--- config.mk ---
export PLATFORM = sky130hd
export DESIGN_NAME = byte_word_aligner
export DESIGN_NICKNAME = d
export VERILOG_FILES = /design/src/rtl/bwa_pkg.sv /design/src/rtl/bwa_window.sv /design/src/rtl/bwa_leader_search.sv /design/src/rtl/bwa_byte_pick.sv /design/src/rtl/byte_word_aligner.sv
export SDC_FILE = /design/constraint.sdc
export NUM_CORES = 1
export LEC_CHECK = 0
export BUFFER_PORTS_ARGS = -buffer_cell sky130_fd_sc_hd__buf_2
export CAP_MARGIN = 40
export CORE_UTILIZATION = 59
export CTS_CLUSTER_DIAMETER = 60
export DETAILED_ROUTE_END_ITERATION = 12
export PLACE_DENSITY = 0.95
export SETUP_SLACK_MARGIN = 0.05
export SKIP_CTS_REPAIR_TIMING = 1
export SLEW_MARGIN = 10
export SYNTH_ARGS = -nofsm -noshare
export SYNTH_HDL_FRONTEND = slang
export SYNTH_SLANG_ARGS = --single-unit
--- constraint.sdc ---
create_clock -name clk -period 4.3 [get_ports clk]
set_clock_uncertainty 0.2 [all_clocks]
set_input_delay 0.43 -clock clk [delete_from_list [all_inputs] [get_ports clk]]
set_output_delay 0.43 -clock clk [all_outputs]
set_load 0.02 [all_outputs]
--- src/rtl/bwa_pkg.sv ---
package bwa_pkg;
    localparam int unsigned BWA_BYTE_W     = 8;
    localparam logic [7:0]  BWA_LEADER_DEF = 8'hB8;

    typedef enum logic {
        ST_HUNT = 1'b0,
        ST_LOCK = 1'b1
    } bwa_state_e;
endpackage

--- src/rtl/bwa_window.sv ---
// Holds the previous word; window = {current, previous}, oldest bit at 0.
module bwa_window #(
    parameter int unsigned W = 8
) (
    input  logic           clk,
    input  logic           rst_n,
    input  logic [W-1:0]   cur_word,
    output logic [2*W-1:0] win
);
    logic [W-1:0] prev_q;

    always_ff @(posedge clk or negedge rst_n) begin
        if (!rst_n) prev_q <= '0;
        else        prev_q <= cur_word;
    end

    assign win = {cur_word, prev_q};
endmodule

--- src/rtl/bwa_leader_search.sv ---
// Compares the window against the leader at every offset; lowest hit wins.
module bwa_leader_search #(
    parameter int unsigned W      = 8,
    parameter logic [W-1:0] LEADER = 8'hB8,
    localparam int unsigned OFFW  = $clog2(W)
) (
    input  logic [2*W-1:0]  win,
    output logic            found,
    output logic [OFFW-1:0] hit_off
);
    logic [W-1:0] hits;

    for (genvar k = 0; k < W; k++) begin : g_cmp
        assign hits[k] = (win[k +: W] == LEADER);
    end

    always_comb begin
        found   = |hits;
        hit_off = '0;
        for (int k = W - 1; k >= 0; k--) begin
            if (hits[k]) hit_off = OFFW'(k);
        end
    end
endmodule

--- src/rtl/bwa_byte_pick.sv ---
// Selects W bits of the window starting at the given offset.
module bwa_byte_pick #(
    parameter int unsigned W     = 8,
    localparam int unsigned OFFW = $clog2(W)
) (
    input  logic [2*W-1:0]  win,
    input  logic [OFFW-1:0] sel,
    output logic [W-1:0]    byte_o
);
    assign byte_o = win[sel +: W];
endmodule

--- src/rtl/byte_word_aligner.sv ---
module byte_word_aligner
    import bwa_pkg::*;
#(
    parameter int unsigned  W      = BWA_BYTE_W,
    parameter logic [W-1:0] LEADER = BWA_LEADER_DEF
) (
    input  logic         clk,
    input  logic         rst_n,
    input  logic [W-1:0] lane_word,
    input  logic         hs_end,
    output logic [W-1:0] aligned_byte,
    output logic         aligned_valid,
    output logic         sot
);
    localparam int unsigned OFFW = $clog2(W);

    bwa_state_e      state_q, state_d;
    logic [2*W-1:0]  win;
    logic            found;
    logic [OFFW-1:0] hit_off;
    logic [OFFW-1:0] off_q;
    logic [OFFW-1:0] sel;
    logic [W-1:0]    picked;
    logic            take_lock;

    bwa_window #(.W(W)) u_window (
        .clk      (clk),
        .rst_n    (rst_n),
        .cur_word (lane_word),
        .win      (win)
    );

    bwa_leader_search #(.W(W), .LEADER(LEADER)) u_search (
        .win     (win),
        .found   (found),
        .hit_off (hit_off)
    );

    assign sel = (state_q == ST_HUNT) ? hit_off : off_q;

    bwa_byte_pick #(.W(W)) u_pick (
        .win    (win),
        .sel    (sel),
        .byte_o (picked)
    );

    assign take_lock = found && !hs_end;

    // Next-state logic: lock on a leader, release on end of burst.
    always_comb begin
        state_d = state_q;
        unique case (state_q)
            ST_HUNT: if (take_lock) state_d = ST_LOCK;
            ST_LOCK: if (hs_end)    state_d = ST_HUNT;
        endcase
    end

    always_ff @(posedge clk or negedge rst_n) begin
        if (!rst_n) state_q <= ST_HUNT;
        else        state_q <= state_d;
    end

    // Output and offset registers.
    always_ff @(posedge clk or negedge rst_n) begin
        if (!rst_n) begin
            off_q         <= '0;
            aligned_byte  <= '0;
            aligned_valid <= 1'b0;
            sot           <= 1'b0;
        end else begin
            aligned_byte  <= '0;
            aligned_valid <= 1'b0;
            sot           <= 1'b0;
            unique case (state_q)
                ST_HUNT: begin
                    if (take_lock) begin
                        off_q         <= hit_off;
                        aligned_byte  <= picked;
                        aligned_valid <= 1'b1;
                        sot           <= 1'b1;
                    end
                end
                ST_LOCK: begin
                    if (!hs_end) begin
                        aligned_byte  <= picked;
                        aligned_valid <= 1'b1;
                    end
                end
            endcase
        end
    end

    // the start flag only ever marks a valid byte
    p_sot_valid_r2: assert property (@(posedge clk) disable iff (!rst_n)
        sot |-> aligned_valid);

    // a locked burst keeps its offset and raises no new start flag
    p_hold_offset_r4: assert property (@(posedge clk) disable iff (!rst_n)
        (state_q == ST_LOCK && !hs_end) |=> (!sot && $stable(off_q)));

    // end of burst clears the output in the next cycle
    p_end_clears_r5: assert property (@(posedge clk) disable iff (!rst_n)
        hs_end |=> (!aligned_valid && aligned_byte == '0));

    // an invalid output carries a zero byte and no start flag
    p_quiet_idle_r7: assert property (@(posedge clk) disable iff (!rst_n)
        !aligned_valid |-> (aligned_byte == '0 && !sot));

    // end of burst while hunting blocks a lock
    p_end_blocks_lock_r8: assert property (@(posedge clk) disable iff (!rst_n)
        (state_q == ST_HUNT && hs_end) |=> (state_q == ST_HUNT && !aligned_valid));
endmodule

==> flow_summary.ini <==
[critical_path]
path_max_fanout = 16
critPathRequiredTime_ns = 4.27
endpoint_kind = flip-flop
startpoint_type = flip-flop
critPathArrivalTime_ns = 2.91
crit_type = flip-flop to flip-flop

[global_route]
grt_start_max_net_pins = 22
grt_pass1_wl_mm = 4.84
first_global_vias = 1055
overflow = 0
track_usage = 0.268
antenna_found_initial = 0

[detailed_routing]
wire_per_inst_um = 17.8
vias = 1130
wirelength_mm = 2.93
final_antenna_net_count = 0
vias_per_cell = 6.85
dr.pass1.iters = 4
drc = 0
drtIter0Drc = 41

[synth]
synth_xor_area_frac = 0
synth_compound_area_frac = 0.239
synth_area_leaders = dfrtp_1 (40%), mux4_2 (8.6%), o211ai_1 (6.3%)
ys_types = 31
muxShareOfSynthArea = 0.143
avgSynthCellArea_um2 = 11.2
seq_area_frac_synth = 0.400
syn_inst = 117
yosysTopAreaCellShare = 0.400
yosysWarnings = 0
ys_seq_elements = 21
synth_adder_area_share = 0
synth_top_family_by_area = compound AO/OA/AOI/OAI gates
netlist_area_um2 = 1310
syn_nets = 128
synth_top_area_cell = dfrtp_1
synthSimpleGateAreaFrac = 0.173

[place]
port_buffers = 20
dp_slack_ns = 1.34
gp_congestion = 0.935
dpl.hpwl_mm = 2.08

[die]
io_pins = 21
die-area_um2 = 2420
dieHeight_um = 49.2
die_w_um = 49.2
initial_core_util = 0.649
core_um2 = 2020
rows = 16

[clock_network]
cts-root-buf = clkbuf_4
clk_latency_ns = 0.31
tritoncts = yes
cts_buffer_depth = 2
htreeDepth = 1
clk_pin_slew_ns = 0.12
numCtsBuffers = 3
clkSinkCount = 21

[status]
status = finished, final reports clean

[timing]
hold_viol = 0
worstMarginPinSlew_ns = 0.712
setup_tns_ns = 0
drv_slew = 0
post-route-min-period_ns = 2.94
finalSetupViolations = 0
rsz0062_at_grt = false
max-slew-margin-rel = 0.525
period_share = 0.683
fmax_mhz = 340
fin_ws_ns = 1.36

[layout]
drive_above_1_share = 0.254
areaGrowthSynthToFinish_pct = 10.6
nets = 150
diodes = 0

[pwr]
p_leak_nw = 0.660
irDropWorstVdd_v = 0.000194
power-per-cell-area_nw_per_um2 = 260
p_total_w = 0.000377

[hold_path]
hold_class = input port to flip-flop

[flow_run]
cap_violations = 0
==> state kept, by name (all words and copies together) (netlist names) <==
| signal | cells |
|---|---|
| aligned_byte | 8 |
| u_window.prev_q | 8 |
| off_q | 3 |
| aligned_valid | 1 |
| sot | 1 |
==> final cells by class <==
cell class	instances	area, um2
Multi-Input combinational cell	85	729
Fill cell	141	571
Sequential cell	21	526
Timing Repair Buffer	21	110
Tap cell	27	33.8
Clock buffer	4	26.3
Inverter	7	26.3
==> Yosys cell counts <==
master and instances:
dfrtp_1 21, nand2_1 14, o211ai_1 11, a21oi_1 8
inv_1 7, nor4bb_1 7, o21ai_0 7, mux4_2 5
nor2_1 3, o21a_1 3, o311ai_0 3, a22o_1 2
and4bb_1 2, and4bb_2 2, buf_6 2, mux4_1 2
nand2b_1 2, nand3_1 2, o31a_1 2, a22o_4 1
and4bb_4 1, buf_2 1, clkbuf_1 1, mux2_1 1
mux2_2 1, nor3_1 1, o21ai_1 1, o21bai_1 1
o221ai_2 1, o22ai_1 1, o31ai_4 1
==> per-layer routing <==
layer	vias up	part of all wire	global-route usage
met3	12	0.079	0.0498
li1	508	-	-
met4	0	0.025	0.123
met2	71	0.50	0.461
met5	-	0	0
met1	539	0.39	0.323
==> through the flow <==
stage          std cells  area [um2]   util  hold WS (ns)
2_1_floorplan        117        1310      -       -0.0656
3_3_place_gp         160        1420  0.700         0.200
3_5_place_dp         160        1420  0.700         0.210
4_1_cts              164        1440  0.713        -0.124
5_1_grt              165        1450  0.718       0.00702
6_report             165        1450  0.718        0.0217
==> worst max-delay path, cell delays in order, from the launching register on <==
cell and delay [ns]:
dfrtp_1 0.49, nor4bb_1 0.40, a22o_1 0.32, o31a_1 0.62, mux4_2 0.61, nand2_1 0.09
a21oi_1 0.07
==> cell families (layout without fill, tap and decap cells) <==
kind of cell | count (synthesis) | count (layout)
mux | 9 | 9
flops | 21 | 21
compound gates | 42 | 42
buf+inv | 11 | 32
simple gates | 34 | 34
==> power breakdown <==
group / leakage [nW] / switching [W] / total [W] / internal [W]
combinational: 0.372 / 0.0000346 / 0.0000649 / 0.0000302
sequential: 0.273 / 0.0000101 / 0.000216 / 0.000205
clock: 0.0150 / 0.0000600 / 0.0000962 / 0.0000362
==> final timing paths <==
| check | from | to | slack (ns) | cells after the start |
|---|---|---|---|---|
| worst max-delay path | u_window.prev_q[5] | aligned_byte[6] | 1.36 | 6 |
| worst min-delay path | lane_word[7] | u_window.prev_q[7] | 0.02 | 1 |
| worst max register to register | u_window.prev_q[5] | aligned_byte[6] | 1.36 | 6 |
| worst min register to register | off_q[0] | off_q[0] | 0.30 | 2 |
| max in group asynchronous | rst_n | aligned_byte[4] | 3.18 | 2 |
| min in group asynchronous | rst_n | aligned_byte[3] | 0.39 | 2 |
==> cells in the final DEF, fill, tap and decap left out, types with 2 or more instances in the layout <==
master,Yosys,routed
dfrtp_1,21,21
buf_2,1,20
nand2_1,14,14
o211ai_1,11,11
a21oi_1,8,8
nor4bb_1,7,7
inv_1,7,7
o21ai_0,7,7
mux4_2,5,5
o21a_1,3,3
o311ai_0,3,3
nor2_1,3,3
clkbuf_4,0,3
and4bb_1,2,2
and4bb_2,2,2
a22o_1,2,2
nand2b_1,2,2
o31a_1,2,2
nand3_1,2,2
mux4_1,2,2
Note: power is estimated with default switching activity, not from simulation.
